--- src/rtl/mii_hx_pkg.sv ---
package mii_hx_pkg;
  localparam int unsigned NIB_W   = 4;
  localparam int unsigned WIN_NIB = 8;
  localparam int unsigned WIN_W   = NIB_W * WIN_NIB;

  // index of the last data nibble of each field (byte b ends at 2b+1)
  localparam int unsigned END_ETYPE = 27;
  localparam int unsigned END_PROTO = 47;
  localparam int unsigned END_SIP   = 59;
  localparam int unsigned END_DIP   = 67;
  localparam int unsigned END_SPORT = 71;
  localparam int unsigned END_DPORT = 75;
  localparam int unsigned END_FLAGS = 95;

  localparam logic [15:0] ETYPE_IPV4 = 16'h0800;
  localparam logic [7:0]  PR_ICMP    = 8'd1;
  localparam logic [7:0]  PR_TCP     = 8'd6;
  localparam logic [7:0]  PR_UDP     = 8'd17;

  localparam logic [NIB_W-1:0] NIB_PRE = 4'h5;
  localparam logic [NIB_W-1:0] NIB_SFD = 4'hD;

  typedef enum logic [1:0] {FR_HUNT, FR_SAW5, FR_DATA} fr_state_t;

  typedef struct packed {
    logic [31:0] src_ip;
    logic [31:0] dst_ip;
    logic [7:0]  proto;
    logic [15:0] sport;
    logic [15:0] dport;
    logic [7:0]  flags;
  } hdr_t;

  // bytes arrive low nibble first: swap nibble halves of every byte
  function automatic logic [WIN_W-1:0] nib_swap(input logic [WIN_W-1:0] w);
    logic [WIN_W-1:0] r;
    for (int b = 0; b < WIN_NIB / 2; b++)
      r[8*b +: 8] = {w[8*b +: 4], w[8*b+4 +: 4]};
    return r;
  endfunction
endpackage

--- src/rtl/mii_hx_framer.sv ---
module mii_hx_framer
  import mii_hx_pkg::*;
#(
  parameter int unsigned LEN_W = 12
) (
  input  logic             clk,
  input  logic             rst_n,
  input  logic             rx_dv,
  input  logic             rx_stb,
  input  logic [NIB_W-1:0] rx_nib,
  output logic             data_stb,
  output logic [LEN_W-1:0] idx,
  output logic             sof,
  output logic             eof,
  output logic             in_data
);
  localparam logic [LEN_W-1:0] CNT_MAX = '1;

  fr_state_t        st_q;
  logic [LEN_W-1:0] cnt_q;
  logic             take;

  assign take     = rx_dv && rx_stb;
  assign in_data  = (st_q == FR_DATA);
  assign data_stb = in_data && take;
  assign sof      = (st_q == FR_SAW5) && take && (rx_nib == NIB_SFD);
  assign eof      = in_data && !rx_dv;
  assign idx      = cnt_q;

  always_ff @(posedge clk) begin
    if (!rst_n) begin
      st_q  <= FR_HUNT;
      cnt_q <= '0;
    end else if (!rx_dv) begin
      st_q  <= FR_HUNT;
      cnt_q <= '0;
    end else if (rx_stb) begin
      case (st_q)
        FR_HUNT: if (rx_nib == NIB_PRE) st_q <= FR_SAW5;
        FR_SAW5: begin
          if (rx_nib == NIB_SFD)      st_q <= FR_DATA;
          else if (rx_nib != NIB_PRE) st_q <= FR_HUNT;
        end
        default: if (cnt_q != CNT_MAX) cnt_q <= cnt_q + 1'b1;
      endcase
    end
  end

  p_sof_enters_data_r1: assert property (@(posedge clk) disable iff (!rst_n)
    sof |=> (in_data && cnt_q == '0));
  p_idle_clears_r9: assert property (@(posedge clk) disable iff (!rst_n)
    !rx_dv |=> (!in_data && cnt_q == '0));
  p_no_strobe_no_step_r11: assert property (@(posedge clk) disable iff (!rst_n)
    (rx_dv && !rx_stb) |=> ($stable(cnt_q) && $stable(st_q)));
endmodule

--- src/rtl/mii_hx_field.sv ---
module mii_hx_field
  import mii_hx_pkg::*;
#(
  parameter int unsigned W     = 16,
  parameter int unsigned LAST  = 27,
  parameter int unsigned LEN_W = 12
) (
  input  logic             clk,
  input  logic             rst_n,
  input  logic             clr,
  input  logic             en,
  input  logic             stb,
  input  logic [LEN_W-1:0] idx,
  input  logic [W-1:0]     din,
  output logic [W-1:0]     q,
  output logic             v
);
  localparam logic [LEN_W-1:0] POS = LEN_W'(LAST);

  logic hit;
  assign hit = en && stb && (idx == POS);

  always_ff @(posedge clk) begin
    if (!rst_n || clr) begin
      q <= '0;
      v <= 1'b0;
    end else if (hit) begin
      q <= din;
      v <= 1'b1;
    end
  end
endmodule

--- src/rtl/mii_hx_fields.sv ---
module mii_hx_fields
  import mii_hx_pkg::*;
#(
  parameter int unsigned LEN_W = 12
) (
  input  logic             clk,
  input  logic             rst_n,
  input  logic             clr,
  input  logic             stb,
  input  logic [NIB_W-1:0] nib,
  input  logic [LEN_W-1:0] idx,
  output hdr_t             hdr,
  output logic             complete
);
  logic [WIN_W-1:0] win_q, win_nx, win_sw;
  assign win_nx = {win_q[WIN_W-NIB_W-1:0], nib};
  assign win_sw = nib_swap(win_nx);

  always_ff @(posedge clk) begin
    if (!rst_n)   win_q <= '0;
    else if (stb) win_q <= win_nx;
  end

  // link stage: only gates the network stage
  logic [15:0] etype_q;
  logic        etype_v, eth_ok;
  mii_hx_field #(.W(16), .LAST(END_ETYPE), .LEN_W(LEN_W)) u_etype (
    .clk, .rst_n, .clr, .en(1'b1), .stb, .idx, .din(win_sw[15:0]), .q(etype_q), .v(etype_v));
  assign eth_ok = etype_v && (etype_q == ETYPE_IPV4);

  // network stage
  logic [7:0]  proto_q;
  logic [31:0] sip_q, dip_q;
  logic        proto_v, sip_v, dip_v;
  mii_hx_field #(.W(8), .LAST(END_PROTO), .LEN_W(LEN_W)) u_proto (
    .clk, .rst_n, .clr, .en(eth_ok), .stb, .idx, .din(win_sw[7:0]), .q(proto_q), .v(proto_v));
  mii_hx_field #(.W(32), .LAST(END_SIP), .LEN_W(LEN_W)) u_sip (
    .clk, .rst_n, .clr, .en(eth_ok), .stb, .idx, .din(win_sw), .q(sip_q), .v(sip_v));
  mii_hx_field #(.W(32), .LAST(END_DIP), .LEN_W(LEN_W)) u_dip (
    .clk, .rst_n, .clr, .en(eth_ok), .stb, .idx, .din(win_sw), .q(dip_q), .v(dip_v));

  // transport demultiplexer: TCP also enables the shared port path
  logic en_tcp, en_udp, en_icmp;
  assign en_tcp  = proto_v && (proto_q == PR_TCP);
  assign en_udp  = proto_v && ((proto_q == PR_UDP) || (proto_q == PR_TCP));
  assign en_icmp = proto_v && (proto_q == PR_ICMP);

  logic [15:0] sport_q, dport_q, icmp_q;
  logic [7:0]  flags_q;
  logic        sport_v, dport_v, icmp_v, flags_v;
  mii_hx_field #(.W(16), .LAST(END_SPORT), .LEN_W(LEN_W)) u_sport (
    .clk, .rst_n, .clr, .en(en_udp), .stb, .idx, .din(win_sw[15:0]), .q(sport_q), .v(sport_v));
  mii_hx_field #(.W(16), .LAST(END_DPORT), .LEN_W(LEN_W)) u_dport (
    .clk, .rst_n, .clr, .en(en_udp), .stb, .idx, .din(win_sw[15:0]), .q(dport_q), .v(dport_v));
  mii_hx_field #(.W(16), .LAST(END_SPORT), .LEN_W(LEN_W)) u_icmp (
    .clk, .rst_n, .clr, .en(en_icmp), .stb, .idx, .din(win_sw[15:0]), .q(icmp_q), .v(icmp_v));
  mii_hx_field #(.W(8), .LAST(END_FLAGS), .LEN_W(LEN_W)) u_flags (
    .clk, .rst_n, .clr, .en(en_tcp), .stb, .idx, .din(win_sw[7:0]), .q(flags_q), .v(flags_v));

  logic ip_v, ports_v;
  assign ip_v    = sip_v && dip_v;
  assign ports_v = sport_v && dport_v;
  assign complete = ip_v && ((en_tcp && ports_v && flags_v) ||
                             (en_udp && !en_tcp && ports_v) ||
                             (en_icmp && icmp_v));

  assign hdr.src_ip = sip_q;
  assign hdr.dst_ip = dip_q;
  assign hdr.proto  = proto_q;
  assign hdr.sport  = en_icmp ? icmp_q : sport_q;
  assign hdr.dport  = dport_q;
  assign hdr.flags  = flags_q;

  p_clear_drops_complete_r9: assert property (@(posedge clk) disable iff (!rst_n)
    clr |=> !complete);
  p_tcp_uses_port_path_r5: assert property (@(posedge clk) disable iff (!rst_n)
    (flags_v && !clr) |-> (sport_v && dport_v));
  p_net_gated_by_link_r3: assert property (@(posedge clk) disable iff (!rst_n)
    (proto_v && !clr) |-> eth_ok);
endmodule

--- src/rtl/mii_hx_outreg.sv ---
module mii_hx_outreg
  import mii_hx_pkg::*;
#(
  parameter int unsigned TS_W  = 32,
  parameter int unsigned LEN_W = 12
) (
  input  logic             clk,
  input  logic             rst_n,
  input  logic             load_req,
  input  hdr_t             hdr_in,
  input  logic [TS_W-1:0]  ts_in,
  input  logic [LEN_W-1:0] len_in,
  input  logic             out_ready,
  output logic             out_valid,
  output hdr_t             hdr_q,
  output logic [TS_W-1:0]  ts_q,
  output logic [LEN_W-1:0] len_q
);
  logic load;
  assign load = load_req && (!out_valid || out_ready);

  always_ff @(posedge clk) begin
    if (!rst_n) begin
      out_valid <= 1'b0;
      hdr_q     <= '0;
      ts_q      <= '0;
      len_q     <= '0;
    end else if (load) begin
      out_valid <= 1'b1;
      hdr_q     <= hdr_in;
      ts_q      <= ts_in;
      len_q     <= len_in;
    end else if (out_ready) begin
      out_valid <= 1'b0;
    end
  end

  p_hold_valid_r10: assert property (@(posedge clk) disable iff (!rst_n)
    (out_valid && !out_ready) |=> out_valid);
  p_hold_data_r10: assert property (@(posedge clk) disable iff (!rst_n)
    (out_valid && !out_ready) |=> ($stable(hdr_q) && $stable(ts_q) && $stable(len_q)));
endmodule

--- src/rtl/mii_hdr_extract.sv ---
module mii_hdr_extract
  import mii_hx_pkg::*;
#(
  parameter int unsigned TS_W  = 32,
  parameter int unsigned LEN_W = 12
) (
  input  logic             clk,
  input  logic             rst_n,
  input  logic [TS_W-1:0]  sys_time,
  input  logic             rx_dv,
  input  logic             rx_stb,
  input  logic [3:0]       rx_nib,
  input  logic             out_ready,
  output logic             out_valid,
  output logic [31:0]      out_src_ip,
  output logic [31:0]      out_dst_ip,
  output logic [7:0]       out_proto,
  output logic [15:0]      out_src_port,
  output logic [15:0]      out_dst_port,
  output logic [7:0]       out_tcp_flags,
  output logic [LEN_W-1:0] out_len,
  output logic [TS_W-1:0]  out_ts
);
  logic             data_stb, sof, eof, in_data, complete;
  logic [LEN_W-1:0] idx;
  logic [TS_W-1:0]  ts_cap;
  hdr_t             hdr, hdr_o;

  mii_hx_framer #(.LEN_W(LEN_W)) u_framer (
    .clk, .rst_n, .rx_dv, .rx_stb, .rx_nib,
    .data_stb, .idx, .sof, .eof, .in_data);

  // timestamp stage: plain capture at start of frame
  always_ff @(posedge clk) begin
    if (!rst_n)   ts_cap <= '0;
    else if (sof) ts_cap <= sys_time;
  end

  mii_hx_fields #(.LEN_W(LEN_W)) u_fields (
    .clk, .rst_n, .clr(!in_data), .stb(data_stb), .nib(rx_nib), .idx,
    .hdr, .complete);

  mii_hx_outreg #(.TS_W(TS_W), .LEN_W(LEN_W)) u_out (
    .clk, .rst_n, .load_req(eof && complete), .hdr_in(hdr), .ts_in(ts_cap),
    .len_in(idx), .out_ready, .out_valid, .hdr_q(hdr_o), .ts_q(out_ts), .len_q(out_len));

  assign out_src_ip    = hdr_o.src_ip;
  assign out_dst_ip    = hdr_o.dst_ip;
  assign out_proto     = hdr_o.proto;
  assign out_src_port  = hdr_o.sport;
  assign out_dst_port  = hdr_o.dport;
  assign out_tcp_flags = hdr_o.flags;

  p_record_after_end_r9: assert property (@(posedge clk) disable iff (!rst_n)
    $rose(out_valid) |-> $past(eof && complete));
  p_known_proto_r7: assert property (@(posedge clk) disable iff (!rst_n)
    out_valid |-> (out_proto == PR_TCP || out_proto == PR_UDP || out_proto == PR_ICMP));
endmodule

--- config.mk ---
export PLATFORM = sky130hd
export DESIGN_NAME = mii_hdr_extract
export DESIGN_NICKNAME = d
export VERILOG_FILES = /design/src/rtl/mii_hx_pkg.sv /design/src/rtl/mii_hx_framer.sv /design/src/rtl/mii_hx_field.sv /design/src/rtl/mii_hx_fields.sv /design/src/rtl/mii_hx_outreg.sv /design/src/rtl/mii_hdr_extract.sv
export SDC_FILE = /design/constraint.sdc
export NUM_CORES = 1
export LEC_CHECK = 0
export ABC_AREA = 1
export BUFFER_PORTS_ARGS = -buffer_cell sky130_fd_sc_hd__buf_2
export CAP_MARGIN = 20
export CORE_MARGIN = 3
export CORE_UTILIZATION = 27
export CTS_BUF_LIST = sky130_fd_sc_hd__clkbuf_4 sky130_fd_sc_hd__clkbuf_8 sky130_fd_sc_hd__clkbuf_16
export DETAILED_ROUTE_END_ITERATION = 7
export GPL_ROUTABILITY_DRIVEN = 0
export GPL_TIMING_DRIVEN = 0
export PLACE_DENSITY_LB_ADDON = 0.15
export SYNTH_ARGS = -nofsm -noshare
export SYNTH_HDL_FRONTEND = slang
export SYNTH_SLANG_ARGS = --single-unit
--- constraint.sdc ---
create_clock -name clk -period 2 [get_ports clk]
set_input_delay 0.3 -clock clk [delete_from_list [all_inputs] [get_ports clk]]
set_output_delay 0.3 -clock clk [all_outputs]
set_load 0.005 [all_outputs]
### Word-level counts from Yosys, hierarchy flattened

Index checks and enable logic that the tools add are counted.

* flip-flop bits (word level): 383
* word-level logic and storage cells: 105

* muxes and demuxes: 7
* equality and inequality tests: 19
* $add $sub $neg: 1
* reduce and logical (&&, ||, !) cells: 48
* bitwise logic cells: 1

Operators with widths (count)
* 12-bit by 7-bit equality test with 1-bit output, second input constant: 4
* 1-bit logical AND: 31
* 12-bit by 6-bit equality test with 1-bit output, second input constant: 2
* 16-bit by 12-bit equality test with 1-bit output, second input constant: 1
* 16-bit two-way mux: 1
* 12-bit by 1-bit adder with 12-bit output, second input constant: 1
* 12-bit by 5-bit equality test with 1-bit output, second input constant: 1
* 12-bit != test, second input constant: 1
* 8-bit by 1-bit equality test with 1-bit output, second input constant: 1
* 8-bit by 3-bit equality test with 1-bit output, second input constant: 1
* 8-bit by 5-bit equality test with 1-bit output, second input constant: 1
* 2-bit two-way mux: 3
* 1-bit logical NOT: 5
* 1-bit logical OR: 5
* 4-bit by 3-bit equality test with 1-bit output, second input constant: 1
* 4-bit equality test, second input constant: 1
* 4-bit by 3-bit != test with 1-bit output, second input constant: 1
* 2-bit one-hot mux with 2 select lines: 1
* 4-bit AND reduction: 1
* 2-bit nonzero test: 2
* 3-bit != test, second input constant: 1
* 3-bit AND reduction: 1
* 2-bit by 1-bit equality test with 1-bit output, second input constant: 1
* 2-bit equality test, second input constant: 1
* 6 further kinds: 7

### Logic depth before layout (Yosys ltp)

* depth after elaboration: 11
* depth in mapped cells: 12
* mapped depth without buffers: 10

### Cells and area by module

A second synthesis with hierarchy kept.

* cells, all modules: 2718
* area total of the unflattened synthesis: 18202.5 um^2

Modules (own cells, without submodules)
* mii_hx_outreg: times used 1, area an instance 6995.5 um^2, cells an instance 1027, sequential area each 3143.0 um^2
* mii_hx_field at u_fields.u_dport ...: times used 3, area an instance 862.1 um^2, cells an instance 132, sequential area each 340.3 um^2
* mii_hx_field at u_fields.u_dip: times used 1, area an instance 1659.1 um^2, cells an instance 241, sequential area each 660.6 um^2
* mii_hx_field at u_fields.u_sip: times used 1, area an instance 1576.5 um^2, cells an instance 232, sequential area each 660.6 um^2
* mii_hx_fields: times used 1, area an instance 1376.3 um^2, cells an instance 212, sequential area each 560.5 um^2
* mii_hdr_extract: times used 1, area an instance 1346.3 um^2, cells an instance 205, sequential area each 640.6 um^2
* mii_hx_field at u_fields.u_etype: times used 1, area an instance 832.0 um^2, cells an instance 127, sequential area each 340.3 um^2
* mii_hx_framer: times used 1, area an instance 778.2 um^2, cells an instance 121, sequential area each 280.3 um^2
* mii_hx_field at u_fields.u_flags: times used 1, area an instance 528.0 um^2, cells an instance 79, sequential area each 180.2 um^2
* mii_hx_field at u_fields.u_proto: times used 1, area an instance 524.3 um^2, cells an instance 78, sequential area each 180.2 um^2

### Worst setup path after synthesis

OpenSTA, ideal clock, no wires.

* path type: reg-to-reg
* from: reg u_framer.st_q[1]
* to: reg u_out.hdr_q[0] (netlist bit)
* path buffers: 2
* data arrival time: 1.636 ns
* slack: 0.254 ns
* period minus slack after synthesis: 1.746 ns
* stages on the path, launching flop included: 10
* cells stage by stage: dfxtp_1 -> inv_2 -> nor2_2 -> inv_2 -> nor4_4 -> clkbuf_1 -> clkbuf_1 -> nand4_1 -> nand2_1 -> nor2_1

* word-level cells in the longest chain between the ends: 4

RTL lines
* start, declared: line mii_hx_framer.sv:19 `fr_state_t st_q;`
* start signal, assigned: line mii_hx_framer.sv:32 `st_q <= FR_HUNT;`
* start signal, assigned: line mii_hx_framer.sv:35 `st_q <= FR_HUNT;`
* start signal, assigned: line mii_hx_framer.sv:39 `FR_HUNT: if (rx_nib == NIB_PRE) st_q <= FR_SAW5;`
* 2-bit equality test: line mii_hx_framer.sv:24 `assign in_data = (st_q == FR_DATA);`
* 1-bit logical AND: line mii_hx_framer.sv:27 `assign eof = in_data && !rx_dv;`
* 1-bit logical AND: line mii_hdr_extract.sv:44 `.clk, .rst_n, .load_req(eof && complete), .hdr_in(hdr), .ts_in(ts_cap),`
* 1-bit logical AND: line mii_hx_outreg.sv:20 `assign load = load_req && (!out_valid || out_ready);`
* end signal, assigned: line mii_hx_outreg.sv:30 `hdr_q <= hdr_in;`
* end, declared: line mii_hx_outreg.sv:15 `output hdr_t hdr_q,`

Every way passes these cells.
A chain may end at the register's enable or synchronous reset.

### Worst setup path in the final report

* from: reg u_framer.cnt_q[8] (netlist: u_framer.idx[8])
* to: reg u_fields.u_sip.q[21]

* word-level cells in the longest chain between the ends: 2

RTL lines
* start, declared: line mii_hx_framer.sv:20 `logic [LEN_W-1:0] cnt_q;`
* start signal, assigned: line mii_hx_framer.sv:44 `default: if (cnt_q != CNT_MAX) cnt_q <= cnt_q + 1'b1;`
* 12-bit by 6-bit equality test with 1-bit output: line mii_hx_field.sv:21 `assign hit = en && stb && (idx == POS);`
* 1-bit logical AND: line mii_hx_field.sv:21
* end signal, assigned: line mii_hx_field.sv:28 `q <= din;`
* end, declared: line mii_hx_field.sv:15 `output logic [W-1:0] q,`

Every way passes these cells.

==> metrics.md <==
| Metric | Value |
|---|---|
| Max cap viols | 0 |
| Final WS setup | 59.7 ps |
| Antenna viol nets, final | 0 |
| DR pass1 iterations | 5 |
| Worst slack at placement | -1190 ps |
| WL final | 55,200 um |
| Clk slew on worst S/H paths | 60 ps |
| #FFs+latches synth | 383 |
| Clk buf depth | 3 |
| End of the critical path | u_fields.u_sip.q[21] |
| CP arrival | 2410 ps |
| Antenna violations before repair | 3 |
| Core area | 59,400 um2 |
| Synth Cell Area | 16,300 um2 |
| Number of diodes | 0 |
| Part of the Yosys area used for sequential elements | 0.471 |
| Clk root buf | clkbuf_16 |
| Syn Inst Count | 2,415 |
| Reg2reg end | u_fields.u_sip.q[21] |
| Worst r2r src | u_framer.idx[8] |
| Post-route clock period utilization | 0.970 |
| Placement row count | 89 |
| Die H | 252 um |
| Routed vias/inst | 4.34 |
| R2R Setup Slk | 60 ps |
| Largest stage delay on the critical path | 320 ps |
| CP Max Fanout | 10 |
| HPWL Detailed | 39,800 um |
| Worst Tran Pin Value | 904 ps |
| Number of port buffers | 194 |
| Layout cells sized above 1 | 0.157 |
| Final nets | 2,744 |
| Syn avg cell area | 6.75 um2 |
| Die W | 252 um |
| Area Overhead vs Synth | 26.5% |
| Maximum clock frequency | 0.515 GHz |
| Hold slack | 38.0 ps |
| Post-Synth Simple-Gate Area | 0.274 |
| Critical-path cell list | inv_1, nand4_1, buf_4, nor2_2, nand3b_1, nor2_4, inv_1, buf_2, nor2_1, nor2_1 |
| Worst setup SP type | flip-flop |
| Post-synth net total | 2,457 |
| Synth warn | 0 |
| Synth Flop Type | dfxtp_1 |
| Worst skew pair latency | 590 ps |
| Crit Path Class | flip-flop to flip-flop |
| Largest net degree at the start of global routing | 13 |
| R2R cell count | 10 |
| Starting density of the core | 0.275 |
| Status | finished clean |
| Starting DRT DRC Count | 980 |
| Leak | 0.00947 uW |
| Die footprint | 63,300 um2 |
| Post-Synth Adder-Cell Area | 0.000768 |
| Vias in the first global route | 14.4k |
| Slew Viols, Final | 0 |
| DP Cell Count | 3,384 |
| EDFF count, synth | 0 |
| CP max stage cell | dfxtp_1 |
| Hold Path Class | input pin to flip-flop |
| GR Overflow Total | 0 |
| Clock skew | 19.0 ps |
| Fin cells | 3,506 |
| CTS tree | built |
| Tot GR Track Use | 0.168 |
| Synth unique cells | 27 |
| Vias | 15.2k |
| Minimum clock period after layout | 1940 ps |
| Maximum vdd drop | 0.000514 V |
| Synth Area in Compound Gates | 0.0937 |
| Asr flop ratio synth | 0 |
| Final Util | 0.347 |
| Worst EP required | 2470 ps |
| IO Pins | 198 |
| PwrDens | 810 nW/um2 |
| Unrepaired setup endpoints after global routing | true |
| CTS sink cnt | 383 |
| First-pass GRT wire length | 82,900 um |
| Post-route DRC | 0 |
| CTS H-tree depth | 2 |
| XOR/XNOR share of the synthesized area | 0.00161 |
| Drt wl/cell | 15.7 um |
| Largest family of logic cells by synthesized area | simple AND/OR/NAND/NOR gates |
| Final hold vios | 0 |
| Inserted Clock Buffers | 45 |
| # setup viols final | 0 |
| Crit path from | u_framer.idx[8] |
| Nature of the critical path endpoint | flip-flop |
| Mux share of post-synthesis cell area | 0 |
| Worst rel slew slack | 0.397 |
layer usage:
| metal | up-vias | share of wire | global-route usage |
|---|---|---|---|
| met4 | 4 | 0.023 | 0.0466 |
| met1 | 6912 | 0.46 | 0.221 |
| met3 | 80 | 0.051 | 0.0343 |
| met2 | 303 | 0.47 | 0.282 |
| li1 | 7918 | - | - |
| met5 | - | 0.00049 | 0 |
sequential cells by signal (all words and copies together) (netlist names), 2 cells and up:
signal              cells
u_out.ts_q             32
u_out.len_q            12
u_fields.u_icmp.q      16
u_fields.u_dport.q     16
u_fields.win_q         28
u_fields.u_dip.q       32
ts_cap                 32
u_fields.u_sip.q       32
u_fields.u_etype.q     16
u_out.hdr_q           112
u_fields.u_proto.q      8
u_framer.idx           12
u_fields.u_sport.q     16
u_fields.u_flags.q      8
u_framer.st_q           2
what timing repair did:
action                                 in CTS  in global routing
cloned                                      0                  2
endpoints found under the hold margin      23                  0
buffers inserted                           13                  7
resized for setup                          70                122
hold buffers                               23                  0
pin swaps                                  10                 10
setup endpoints to repair                 320                276
cell usage in the layout (no fill, tap or decap), drive strengths merged:
cell         instances
a211oi              11
a21oi              126
and2                 2
buf                263
bufinv               5
clkbuf             169
clkinv               5
dfxtp              383
dlygate4sd3         23
ha                   1
inv                533
nand2              427
nand3               20
nand3b               1
nand4              162
nor2               407
nor3                28
nor4                 2
o21a                 4
o21ai              155
o21bai               1
or2                  2
xor2                 3
power breakdown:
group,internal (uW),switching [uW],leakage [uW]
Sequential,7630,1.48,0.00309
Combinational,121,225,0.00560
Clock,5300,3410,0.000784
Total,13100,3640,0.00947
kinds of logic after synthesis:
logic type	count (synthesis)
simple gates	1051
buf+inv	680
flops	383
compound gates	297
xor+xnor	3
fa+ha+maj	1
synth_stat cells (2+ instances only):
cell	instances	area share
dfxtp_1	383	0.47
a21oi_1	126	0.039
nor3_1	28	0.0086
inv_1	527	0.12
o21ai_0	155	0.048
buf_2	31	0.0095
and2_1	2	0.00077
clkbuf_1	104	0.024
xor2_1	3	0.0016
inv_2	3	0.00069
nand4_1	162	0.062
a211oi_1	11	0.0051
nand2_1	427	0.098
o21a_1	4	0.0018
nand3_2	3	0.0018
or2_2	2	0.00077
nand3_1	17	0.0052
buf_1	14	0.0032
nor2_1	405	0.093
critical path, delay by kind of cell (launching register included):
kind	cells	cell delay, ps
buffers and inverters	4	650
DFF	1	320
and+or+nand+nor	6	870
worst min path at each step:
stage	cells after the start	start	end
global route	3	sys_time[6]	ts_cap[6]
finish	3	sys_time[15]	ts_cap[15]
detailed placement	2	u_out.hdr_q[45]	u_out.hdr_q[45]
CTS	3	sys_time[16]	ts_cap[16]
floorplan	2	u_fields.u_etype.q[14]	u_fields.u_etype.q[14]
global placement	2	u_out.hdr_q[47]	u_out.hdr_q[47]
cell type report:
cell class / instances / area, um2
clock buffers: 66 / 1340
plain buffers: 148 / 806
flip-flops and latches: 383 / 7670
clock inverters: 12 / 215
fillers: 6484 / 38700
well taps: 773 / 967
inverters: 531 / 1990
repair buffers: 241 / 1440
multi-input cells: 1352 / 6170
per-stage QoR:
stage | cell area [um2] | total power [uW] | setup TNS (ps)
6_report | 20600 | 16700 | 0
5_1_grt | 20600 | 17300 | -493
4_1_cts | 20300 | 17000 | 0
3_5_place_dp | 18300 | 8120 | -262890
3_3_place_gp | 18200 | 8110 | -263080
2_1_floorplan | 16300 | 7960 | 0
No activity file was read; power rests on OpenSTA's default activity.
